**config.mk**
```make
export PLATFORM = sky130hd
export DESIGN_NAME = fp_exc_ctrl
export DESIGN_NICKNAME = d
export VERILOG_FILES = /design/src/rtl/fpx_pkg.sv /design/src/rtl/fpx_csr.sv /design/src/rtl/fpx_trap_decide.sv /design/src/rtl/fpx_out_reg.sv /design/src/rtl/fp_exc_ctrl.sv
export SDC_FILE = /design/constraint.sdc
export NUM_CORES = 1
export LEC_CHECK = 0
export BUFFER_PORTS_ARGS = -buffer_cell sky130_fd_sc_hd__buf_4
export CORE_ASPECT_RATIO = 0.5
export CORE_MARGIN = 3
export CORE_UTILIZATION = 30
export DETAILED_ROUTE_END_ITERATION = 6
export GPL_TIMING_DRIVEN = 0
export PLACE_DENSITY = 0.73
export RECOVER_POWER = 50
export SLEW_MARGIN = 20
export SYNTH_ARGS = -nofsm -noshare
export SYNTH_HDL_FRONTEND = slang
export SYNTH_HIERARCHICAL = 1
export SYNTH_SLANG_ARGS = --single-unit
```
**constraint.sdc**
```tcl
create_clock -name clk -period 2.9 [get_ports clk]
set_clock_uncertainty 0.05 [all_clocks]
set_input_delay 0.145 -clock clk [delete_from_list [all_inputs] [get_ports clk]]
set_output_delay 0.145 -clock clk [all_outputs]
set_load 0.005 [all_outputs]
```
**src/rtl/fpx_pkg.sv**
```systemverilog
package fpx_pkg;
  localparam int NUM_EXC  = 6;
  localparam int NUM_TRAP = 4;
  localparam int FIELD_LO = 49;
  localparam int FIELD_HI = 61;
  localparam int DIS_INV  = 49;
  localparam int DIS_DZE  = 50;
  localparam int DIS_OVF  = 51;
  localparam int FLG_LO   = 52;
  localparam int RND_LO   = 58;
  localparam int UNF_ZERO = 60;
  localparam int UNF_DIS  = 61;
  localparam int SUB_W    = 3;

  typedef enum logic [SUB_W-1:0] {
    SUB_NONE = 3'd0,
    SUB_QNAN = 3'd1,
    SUB_INF  = 3'd2,
    SUB_OVF  = 3'd3,
    SUB_ZERO = 3'd4
  } subst_e;
endpackage

```
**src/rtl/fpx_csr.sv**
```systemverilog
module fpx_csr
  import fpx_pkg::*;
#(
  parameter int DATA_W = 64
) (
  input  logic              clk,
  input  logic              rst_n,
  input  logic              we,
  input  logic [DATA_W-1:0] wdata,
  input  logic              set_valid,
  input  logic [NUM_EXC-1:0] set_flags,
  output logic [DATA_W-1:0] q
);
  localparam int FIELD_W = FIELD_HI - FIELD_LO + 1;
  localparam logic [DATA_W-1:0] MASK =
    ((DATA_W'(1) << FIELD_W) - DATA_W'(1)) << FIELD_LO;

  logic [DATA_W-1:0] base;
  logic [DATA_W-1:0] raised;
  logic [DATA_W-1:0] d;
  logic              en;

  always_comb begin
    base   = we ? (wdata & MASK) : q;
    raised = set_valid ? (DATA_W'(set_flags) << FLG_LO) : '0;
    d      = base | raised;
    en     = we | set_valid;
  end

  always_ff @(posedge clk or negedge rst_n) begin
    if (!rst_n) begin
      q <= '0;
    end else if (en) begin
      q <= d;
    end
  end
endmodule

```
**src/rtl/fpx_trap_decide.sv**
```systemverilog
module fpx_trap_decide
  import fpx_pkg::*;
(
  input  logic                en,
  input  logic [NUM_TRAP-1:0] exc,
  input  logic                inv_ok,
  input  logic                dis_inv,
  input  logic                dis_dze,
  input  logic                dis_ovf,
  input  logic                unf_dis,
  input  logic                unf_zero,
  output logic                trap_req,
  output logic [NUM_TRAP-1:0] cause,
  output subst_e              subst
);
  logic [NUM_TRAP-1:0] suppress;
  logic [NUM_TRAP-1:0] trapping;
  logic [NUM_TRAP-1:0] quiet;

  always_comb begin
    suppress = {unf_dis & unf_zero, dis_ovf, dis_dze, dis_inv & inv_ok};
    trapping = exc & ~suppress & {NUM_TRAP{en}};
    quiet    = exc &  suppress & {NUM_TRAP{en}};
    trap_req = |trapping;
    cause    = trapping & (~trapping + NUM_TRAP'(1));
    subst    = SUB_NONE;
    if (!trap_req) begin
      for (int i = NUM_TRAP - 1; i >= 0; i--) begin
        if (quiet[i]) begin
          case (i)
            0:       subst = SUB_QNAN;
            1:       subst = SUB_INF;
            2:       subst = SUB_OVF;
            default: subst = SUB_ZERO;
          endcase
        end
      end
    end
  end
endmodule

```
**src/rtl/fpx_out_reg.sv**
```systemverilog
module fpx_out_reg
  import fpx_pkg::*;
(
  input  logic                clk,
  input  logic                rst_n,
  input  logic                trap_d,
  input  logic [NUM_TRAP-1:0] cause_d,
  input  subst_e              subst_d,
  output logic                trap_q,
  output logic [NUM_TRAP-1:0] cause_q,
  output subst_e              subst_q
);
  always_ff @(posedge clk or negedge rst_n) begin
    if (!rst_n) begin
      trap_q  <= 1'b0;
      cause_q <= '0;
      subst_q <= SUB_NONE;
    end else begin
      trap_q  <= trap_d;
      cause_q <= cause_d;
      subst_q <= subst_d;
    end
  end
endmodule

```
**src/rtl/fp_exc_ctrl.sv**
```systemverilog
module fp_exc_ctrl
  import fpx_pkg::*;
#(
  parameter int DATA_W = 64
) (
  input  logic              clk,
  input  logic              rst_n,
  input  logic              csr_we,
  input  logic [DATA_W-1:0] csr_wdata,
  output logic [DATA_W-1:0] csr_rdata,
  input  logic              op_valid,
  input  logic [NUM_EXC-1:0] op_exc,
  input  logic              op_inv_fixable,
  output logic              trap_valid,
  output logic [NUM_TRAP-1:0] trap_cause,
  output logic [SUB_W-1:0]  subst_sel,
  output logic [1:0]        rnd_mode
);
  logic [DATA_W-1:0]   word_q;
  logic                trap_d;
  logic [NUM_TRAP-1:0] cause_d;
  subst_e              subst_d;
  subst_e              subst_q;

  fpx_csr #(.DATA_W(DATA_W)) u_csr (
    .clk       (clk),
    .rst_n     (rst_n),
    .we        (csr_we),
    .wdata     (csr_wdata),
    .set_valid (op_valid),
    .set_flags (op_exc),
    .q         (word_q)
  );

  fpx_trap_decide u_decide (
    .en       (op_valid),
    .exc      (op_exc[NUM_TRAP-1:0]),
    .inv_ok   (op_inv_fixable),
    .dis_inv  (word_q[DIS_INV]),
    .dis_dze  (word_q[DIS_DZE]),
    .dis_ovf  (word_q[DIS_OVF]),
    .unf_dis  (word_q[UNF_DIS]),
    .unf_zero (word_q[UNF_ZERO]),
    .trap_req (trap_d),
    .cause    (cause_d),
    .subst    (subst_d)
  );

  fpx_out_reg u_out (
    .clk     (clk),
    .rst_n   (rst_n),
    .trap_d  (trap_d),
    .cause_d (cause_d),
    .subst_d (subst_d),
    .trap_q  (trap_valid),
    .cause_q (trap_cause),
    .subst_q (subst_q)
  );

  assign csr_rdata = word_q;
  assign subst_sel = subst_q;
  assign rnd_mode  = word_q[RND_LO+1:RND_LO];
endmodule

```
==> flow_summary.yaml, run 1 <==
placement:
  gp_congestion: 0.783
  post-dp-hpwl_um: 2270
  port_buffers: 45
  dp_cells: 274
route:
  ant_nets: 0
  wire_per_inst_um: 9.44
  via_per_inst: 3.58
  vias: 999
  finalWirelength_um: 2640
  drtIter0Drc: 24
  drc: 0
  drt_pass1_iterations: 4
yosys:
  yosys_warnings: 6
  seq_area_frac_synth_pct: 40.7
  syn_inst: 125
  synth_cell_types: 28
  syn_area_per_cell_um2: 10.3
  ys_seq_elements: 21
  yosys-top-cells-area: "dfrtp_1 41%, buf_4 31%, mux2_2 6.1%, a22oi_1 2.9%, o21ai_1 1.9%"
  synth_top_area_cell: "dfrtp_1"
  synthesis.area_mm2: 0.00129
  synth_top_area_share_pct: 40.7
timing:
  setup_violations: 0
  hold_viol_final: 0
  finalCritPeriodShare_pct: 47.3
  period_needed_ns: 1.37
  fin_setup_tns_ns: 0
  fmax_mhz: 729
  rsz0062_at_grt: "false"
  whs_ns: 0.0611
  max_slew.worst_pin.slew_ns: 1.10
  drv_slew: 0
  maxSlewHeadroom_pct: 26.5
critical_path:
  critPathBufInv: 0
  cp_cell_sequence: "a22o_1 -> a2111o_1 -> nor3_2"
  slowest_stage: "dfrtp_1"
  cpPeakStageDelay_ns: 0.44
  critPathLaunchType: "register"
  endpoint_kind: "register"
  path_max_fanout: 5
  crit_type: "register to register"
  required_ns: 3.03
  worstPathArrival_ns: 1.50
  path_delay_family: "compound AO/OA/AOI/OAI gates"
layout:
  final_core_util_pct: 48.1
  nets: 301
  insertedDiodeCount: 0
  nFillCells: 397
  drive_above_1_share_pct: 51.1
  finalNonFillerCells: 279
  syn2layout_area_growth_pct: 50.0
  regArea_um2: 526
  multi_input_area_um2: 499
grt:
  grtUsageMet3_pct: 2.66
  grt_max_degree: 22
  grtUsageMet2_pct: 19.2
  grt_pass1_wl_um: 4030
  grt_pass1_vias: 953
  met1_usage_pct: 10.2
  grt-busiest-layer: "met2"
  grt_overflow: 0
  grtUsageTotal_pct: 9.66
  antenna_found_initial: 0
clock_tree:
  htreeDepth: 1
  clockBufferDepth: 2
  numCtsBuffers: 3
  cts_tree: "done"
  clk_pin_slew_ns: 0.07
  postCtsSetupRepairBufs: 0
  worstSkewPairLatency_ns: 0.26
  root_buffer: "clkbuf_8"
  clock_sinks: 21
flow_run:
  drv_cap: 0
floorplan:
  start_util_pct: 32.1
  pin_count: 149
  coreArea_mm2: 0.00402
  die_y_um: 52.4
  fp-row-count: 16
  die-area_mm2: 0.00518
  fp.dieW_um: 98.8
power:
  ir_worst_vdd_v: 0.000160
  power_density_mw_per_mm2: 373
  total_power_mw: 0.723
  leakagePower_nw: 1.11
worst_hold_path:
  hp-class: "input port to register"
run_status:
  status: "finished, final reports clean"
==> worst paths after layout <==
kind | from | end | slack [ns] | depth (start not counted)
max | u_csr/q[50] | u_out/subst_q[2] | 1.53 | 3
min | op_exc[5] | u_csr/q[57] | 0.06 | 3
max reg2reg | u_csr/q[50] | u_out/subst_q[2] | 1.53 | 3
min reg2reg | u_csr/q[55] | u_csr/q[55] | 0.48 | 2
max in group asynchronous | rst_n | u_csr/q[61] | 1.59 | 2
min in group asynchronous | rst_n | u_out/cause_q[2] | 0.55 | 2
==> sequential cells by signal, summed over array words and instances (netlist names) <==
signal	cells
u_out/trap_q	1
u_csr/q	13
u_out/cause_q	4
u_out/subst_q	3
==> cell usage in the layout (no fill, tap or decap), types with 2 or more instances in the layout <==
master / instances
o21ai_0: 6
conb_1: 51
inv_1: 5
nand2_1: 5
mux2_2: 7
nor2b_1: 2
buf_6: 2
nor2_1: 2
dfrtp_1: 21
a22oi_1: 5
clkbuf_8: 3
buf_4: 97
==> routing by layer <==
layer  vias up  part of all wire [%]
met5         -                     0
met4         0                     0
met3         0                   9.2
met2        52                    54
met1       437                    36
li1        510                     -
==> worst min-delay path, delay by kind of cell <==
family | cells | cell delay, ns
buf+inv | 1 | 0.07
compound gates | 2 | 0.12
==> cells by family after synthesis <==
group | count (synthesis) | share of synthesized area [%]
AO/OA/AOI/OAI | 17 | 9.40
other | 1 | 0.290
flip-flops | 21 | 40.7
buffers and inverters | 61 | 35.2
multiplexers | 7 | 6.10
AND/OR/NAND/NOR | 18 | 8.33
==> timing repair <==
| item | in CTS | in global routing |
|---|---|---|
| hold buffers | 1 | 0 |
| resized for setup | 0 | 0 |
| hold endpoints to repair | 21 | 0 |
==> final cells by class <==
| type | instances | share of cell area [%] |
|---|---|---|
| sequential | 21 | 27.1 |
| multi-input combinational | 93 | 25.8 |
| buffer | 56 | 22.5 |
| timing repair buffer | 46 | 17.8 |
| tap | 54 | 3.49 |
| clock buffer | 3 | 2.13 |
| inverter | 5 | 0.969 |
| clock inverter | 1 | 0.258 |
==> power by group <==
part	total [mW]	switching [mW]	internal, mW
logic	0.203	0.0771	0.126
registers	0.333	0.0157	0.317
clock network	0.186	0.0908	0.0956
total	0.723	0.184	0.539
==> stage by stage <==
step                      setup slack, ns  cell area (um^2)
after floorplan                      1.65              1480
after global placement               1.60              1880
after detailed placement             1.57              1880
after CTS                            1.55              1940
after global routing                 1.32              1940
final                                1.53              1940
==> synth_stat cells <==
cell,count
a2111o_1,1
a21boi_0,1
a221o_1,1
a22o_1,1
a22oi_1,5
a41oi_1,1
and2_1,1
and2_2,1
and4_4,1
buf_4,53
buf_6,2
buf_8,1
conb_1,1
dfrtp_1,21
inv_1,5
mux2_2,7
nand2_1,5
nand3b_1,1
nor2_1,2
nor2b_1,2
nor3_1,1
nor3_2,1
nor4_1,1
nor4b_1,1
o21a_1,1
o21ai_0,1
o21ai_1,5
or2_2,1
Note: power is estimated with default switching activity, not from simulation.
==> inputs of run 2 (changes only) <==
--- a/config.mk
+++ b/config.mk
@@ -11,7 +11,7 @@
 export CORE_UTILIZATION = 30
 export DETAILED_ROUTE_END_ITERATION = 6
 export GPL_TIMING_DRIVEN = 0
-export PLACE_DENSITY = 0.73
+export PLACE_DENSITY = 0.76
 export RECOVER_POWER = 50
 export SLEW_MARGIN = 20
 export SYNTH_ARGS = -nofsm -noshare
==> constraint.sdc (replaced) <==
create_clock -name clk -period 1.2 [get_ports clk]
set_clock_uncertainty 0.05 [all_clocks]
set_input_delay 0.06 -clock clk [delete_from_list [all_inputs] [get_ports clk]]
set_output_delay 0.06 -clock clk [all_outputs]
set_load 0.005 [all_outputs]
==> flow_summary.yaml, run 2 (synthesis gave the netlist of run 1 again) <==
grt:
  grt_overflow: 0
  grt_pass1_wl_um: 4870
  grt_pass1_vias: 1064
  grt_max_degree: 22
  antenna_found_initial: 0
  grtUsageTotal_pct: 12.2
floorplan:
  die_y_um: 52.4
  fp.dieW_um: 98.8
  start_util_pct: 32.1
  coreArea_mm2: 0.00402
  die-area_mm2: 0.00518
  pin_count: 149
  fp-row-count: 16
clock_tree:
  worstSkewPairLatency_ns: 0.26
  htreeDepth: 1
  clockBufferDepth: 2
  numCtsBuffers: 3
  clk_pin_slew_ns: 0.08
  root_buffer: "clkbuf_8"
  clock_sinks: 21
  cts_tree: "done"
critical_path:
  r2r_slack_ns: -0.09
  crit_type: "register to register"
  endpoint_kind: "register"
  cp_cell_sequence: "a22o_1 -> a2111o_1 -> nor3_2"
  path_delay_family: "compound AO/OA/AOI/OAI gates"
  worstPathArrival_ns: 1.43
  slowest_stage: "dfrtp_1"
  critPathBufInv: 0
  path_max_fanout: 4
  critPathLaunchType: "register"
  cpPeakStageDelay_ns: 0.42
  required_ns: 1.33
layout:
  drive_above_1_share_pct: 51.9
  nets: 319
  syn2layout_area_growth_pct: 65.6
  regArea_um2: 526
  final_common_cell: "buf_4"
  insertedDiodeCount: 0
  stdcell_area_mm2: 0.00214
  top_register: "u_csr/q"
  top_regs: "u_csr/q (13), u_out/cause_q (4), u_out/subst_q (3)"
  final_core_util_pct: 53.1
  layout_common_cells: "93 x buf_4, 51 x conb_1, 21 x dfrtp_1"
  nFillCells: 330
  multi_input_area_um2: 520
  finalNonFillerCells: 297
  largest_reg_flops: 13
timing:
  rsz0062_at_grt: "true"
  period_needed_ns: 1.29
  maxSlewHeadroom_pct: 64.9
  hold_viol_final: 0
  max_slew.worst_pin.slew_ns: 0.526
  drv_slew: 0
  setup_slack_ns: -0.0940
  setup_violations: 3
  finalCritPeriodShare_pct: 108
  fmax_mhz: 773
route:
  ant_nets: 0
  drt_pass1_iterations: 4
  finalWirelength_um: 3320
  drc: 0
  vias: 1134
  via_per_inst: 3.82
  wire_per_inst_um: 11.2
  wl_met1_um: 1220
  dr_wl_met2_um: 1770
  wl_met3_um: 236
  dr.max_layer_used: "met4"
  drtIter0Drc: 24
power:
  power_density_mw_per_mm2: 867
  ir_worst_vdd_v: 0.000336
  leakagePower_nw: 1.20
  total_power_mw: 1.85
run_status:
  violations: "negative setup slack"
  status: "complete, but fails checks"
placement:
  dp_cells: 274
  placed_cell_area_mm2: 0.00188
  port_buffers: 45
  gp_congestion: 0.883
  post-dp-hpwl_um: 2210
flow_run:
  drv_cap: 0
worst_hold_path:
  hp-class: "input port to register"
[run 2: cell count changes in the layout (fill, tap and decap cells not counted), moves of 2 or more]
| cell | previous run | this run |
|---|---|---|
| clkbuf_4 | 0 | 6 |
| o21ai_1 | 0 | 2 |
| dlygate4sd3_1 | 1 | 14 |
| o21ai_0 | 6 | 3 |
| buf_6 | 2 | 5 |
| buf_4 | 97 | 93 |
[run 2: per-layer routing]
layer	vias up	global-route usage [%]
met3	10	1.46
met1	509	12.8
li1	547	-
met5	-	0
met4	0	6.35
met2	68	24.2
[run 2: final cells by class]
cell class | instances | area share, %
Inverter | 5 | 0.878
Multi-Input combinational cell | 93 | 24.3
Tap cell | 54 | 3.16
Timing Repair Buffer | 64 | 24.5
Buffer | 56 | 20.4
Sequential cell | 21 | 24.6
Clock inverter | 1 | 0.234
Clock buffer | 3 | 1.93
[run 2: worst reg2reg max path: stages, from the launching register on]
cell and delay, ns:
dfrtp_1 0.42, a22o_1 0.25, a2111o_1 0.39, nor3_2 0.11
[run 2: repair_timing]
| action | 4_1_cts | 5_1_grt |
|---|---|---|
| hold buffers | 14 | 0 |
| buffers inserted | 3 | 2 |
| pin swaps | 2 | 1 |
| hold endpoints to repair | 31 | 0 |
| gates resized for setup | 3 | 7 |
| setup endpoints to repair | 6 | 5 |
[run 2: power breakdown]
part	internal, mW	switching, mW
logic	0.364	0.225
clock network	0.231	0.228
registers	0.766	0.0397
total	1.36	0.492
[run 2: final timing paths]
path	startpoint	cells past startpoint	endpoint
hold / removal	csr_wdata[54]	3	u_csr/q[54]
setup / recovery	u_csr/q[50]	3	u_out/subst_q[2]
hold reg to reg	u_csr/q[57]	2	u_csr/q[57]
setup reg to reg	u_csr/q[50]	3	u_out/subst_q[2]
max in group asynchronous	rst_n	2	u_csr/q[56]
min in group asynchronous	rst_n	2	u_out/cause_q[2]
[run 2: per-stage QoR]
stage,TNS (ns),hold slack (ns),setup WS [ns]
6_report,-0.136,0.0299,-0.0940
5_1_grt,-0.282,0.0364,-0.144
4_1_cts,-0.0544,0.00864,-0.0544
3_5_place_dp,-0.320,-0.0947,-0.0709
3_3_place_gp,-0.200,-0.0963,-0.0650
2_1_floorplan,-0.0276,-0.286,-0.0276
==> inputs of run 3 (changes only) <==
--- a/config.mk
+++ b/config.mk
@@ -6,15 +6,16 @@
 export NUM_CORES = 1
 export LEC_CHECK = 0
 export BUFFER_PORTS_ARGS = -buffer_cell sky130_fd_sc_hd__buf_4
+export CELL_PAD_IN_SITES_DETAIL_PLACEMENT = 1
+export CELL_PAD_IN_SITES_GLOBAL_PLACEMENT = 1
 export CORE_ASPECT_RATIO = 0.5
 export CORE_MARGIN = 3
-export CORE_UTILIZATION = 30
+export CORE_UTILIZATION = 20
 export DETAILED_ROUTE_END_ITERATION = 6
 export GPL_TIMING_DRIVEN = 0
-export PLACE_DENSITY = 0.76
+export PLACE_DENSITY = 0.77
 export RECOVER_POWER = 50
 export SLEW_MARGIN = 20
 export SYNTH_ARGS = -nofsm -noshare
 export SYNTH_HDL_FRONTEND = slang
-export SYNTH_HIERARCHICAL = 1
 export SYNTH_SLANG_ARGS = --single-unit
==> flow_summary.yaml, run 3 <==
run_status:
  status: "complete, but fails checks"
  violations: "negative setup slack"
timing:
  hold_viol_final: 0
  drv_slew: 0
  rsz0062_at_grt: "true"
  period_needed_ns: 1.34
  whs_ns: 0.0199
  max_slew.worst_pin.slew_ns: 0.537
  setup_violations: 1
  fmax_mhz: 748
  setup_slack_ns: -0.137
  finalCritPeriodShare_pct: 111
  maxSlewHeadroom_pct: 64.2
layout:
  insertedDiodeCount: 0
  nets: 317
  top_register: "u_csr.q"
  drive_above_1_share_pct: 51.0
  syn2layout_area_growth_pct: 68.0
  largest_reg_flops: 13
  layout_common_cells: "93 x buf_4, 51 x conb_1, 20 x dfrtp_1"
  top_regs: "u_csr.q (13), u_out.cause_q (4), u_out.subst_q (3)"
  final_common_cell: "buf_4"
grt:
  grt-busiest-layer: "met2"
  grtUsageTotal_pct: 9.15
  grt_overflow: 0
  grt_pass1_wl_um: 5710
  grt_max_degree: 22
  antenna_found_initial: 0
  grtUsageMet2_pct: 17.2
  grtUsageMet3_pct: 2.15
  met1_usage_pct: 10.2
  grt_pass1_vias: 1217
floorplan:
  start_util_pct: 21.1
  die-area_mm2: 0.00758
  coreArea_mm2: 0.00618
  die_y_um: 63.1
  pin_count: 149
  fp.dieW_um: 120
  fp-row-count: 20
route:
  drt_pass1_iterations: 4
  drc: 0
  ant_nets: 0
  via_per_inst: 3.35
  drtIter0Drc: 26
  wire_per_inst_um: 10.8
  finalWirelength_um: 3560
  vias: 1102
yosys:
  yosys-top-cells-area: "dfrtp_1 40%, buf_4 33%, mux2_2 6.0%, mux2i_1 3.1%, nand2_1 2.9%"
  netlist_top_cells_count: "58 x buf_4, 21 x dfrtp_1, 10 x nand2_1"
  async_reset_ff_share_pct: 100
  seq_area_frac_synth_pct: 40.3
  synth_enable_flop_cells: 0
  ys_seq_elements: 21
  synthesis.area_mm2: 0.00130
  synth_top_area_share_pct: 40.3
  yosys_warnings: 0
  yosys.cell_count.top_type: "buf_4"
  syn_area_per_cell_um2: 10.3
  synth_top_area_cell: "dfrtp_1"
  synth_cell_types: 27
  syn_inst: 126
  ys.flop_type: "dfrtp_1"
clock_tree:
  htreeDepth: 1
  clockBufferDepth: 2
  numCtsBuffers: 3
  root_buffer: "clkbuf_16"
  worstSkewPairLatency_ns: 0.26
  clk_pin_slew_ns: 0.06
  cts_tree: "done"
  clock_sinks: 21
critical_path:
  reg2reg_depth: 3
  critPathLaunchType: "register"
  path_delay_family: "compound AO/OA/AOI/OAI gates"
  critPathBufInv: 0
  cpPeakStageDelay_ns: 0.41
  path_max_fanout: 2
  cp-endpoint: "u_out.subst_q[2]"
  crit_type: "register to register"
  cp_cell_sequence: "a22o_1 -> a2111o_1 -> nor4_2"
  worstPathArrival_ns: 1.45
  endpoint_kind: "register"
  startpoint: "u_csr.q[50]"
  required_ns: 1.31
  r2r-start: "u_csr.q[50]"
  r2r_slack_ns: -0.14
  reg2reg_to: "u_out.subst_q[2]"
  slowest_stage: "dfrtp_2"
  cp.depth: 3
flow_run:
  drv_cap: 0
power:
  total_power_mw: 2.10
  leakagePower_nw: 1.19
  power_density_mw_per_mm2: 959
  ir_worst_vdd_v: 0.000480
placement:
  port_buffers: 44
  post-dp-hpwl_um: 2670
  gp_congestion: 0.736
worst_hold_path:
  hp-class: "input port to register"
[run 3: changes by cell type after synthesis, moves of 2 or more]
cell     before  now
buf_4        53   58
nand2_1       5   10
o21ai_1       5    0
a22oi_1       5    1
inv_1         5    1
mux2i_1       0    4
buf_2         0    2
[run 3: routing by layer]
layer	vias to the layer above	part of all wire [%]
met4	0	1.8
met5	-	0
met2	49	52
met1	509	40
met3	7	5.4
li1	537	-
[run 3: how the worst min path moves through the flow]
stage	to	slack (ns)	start	depth (start not counted)
final	u_csr.q[57]	0.02	csr_wdata[57]	3
after global routing	u_csr.q[55]	0.04	op_exc[3]	3
after CTS	u_csr.q[57]	0.01	csr_wdata[57]	3
after detailed placement	u_csr.q[59]	-0.09	rst_n	1
after global placement	u_csr.q[59]	-0.09	rst_n	1
after floorplan	u_csr.q[49]	-0.29	rst_n	0
[run 3: cell families after synthesis]
kind of cell,count (synthesis),share of synthesized area (%)
AOI/OAI and AO/OA,8,5.57
buffers and inverters,62,35.3
DFF,21,40.3
muxes,11,9.12
other,1,0.288
and+or+nand+nor,23,9.41
[run 3: area by class of cell]
type                    count  area, um^2
fillers                   730        3990
clock buffers               3        75.1
repair buffers             61         493
inverters                   1        3.75
multi-input cells          93         520
flip-flops and latches     21         527
well taps                  88         110
plain buffers              61         457
clock inverters             1        5.00
[run 3: what timing repair did]
action | CTS | global route
gates resized for setup | 4 | 3
cloned | 0 | 0
pin swaps | 2 | 0
hold buffers | 15 | 0
setup buffers | 2 | 0
setup endpoints to repair | 5 | 7
endpoints found under the hold margin | 34 | 0
[run 3: per-stage QoR]
step / cells / TNS [ns] / util, % / instance area [um^2] / setup WS (ns)
2_1_floorplan: 176 / -0.0757 / - / 1490 / -0.0757
3_3_place_gp: 308 / -0.173 / 31.3 / 1930 / -0.132
3_5_place_dp: 308 / -0.275 / 31.3 / 1930 / -0.160
4_1_cts: 329 / -0.138 / 35.4 / 2190 / -0.138
5_1_grt: 329 / -0.295 / 35.4 / 2190 / -0.177
6_report: 329 / -0.137 / 35.4 / 2190 / -0.137
[run 3: report_power, final]
group	switching, mW	internal (mW)
Sequential	0.0397	0.769
Combinational	0.226	0.359
Clock	0.259	0.448
[run 3: tightest hold or removal path: cells and delay by family]
| kind | cells | cell delay, ns |
|---|---|---|
| AO/OA/AOI/OAI | 2 | 0.14 |
| buffers and inverters | 1 | 0.08 |
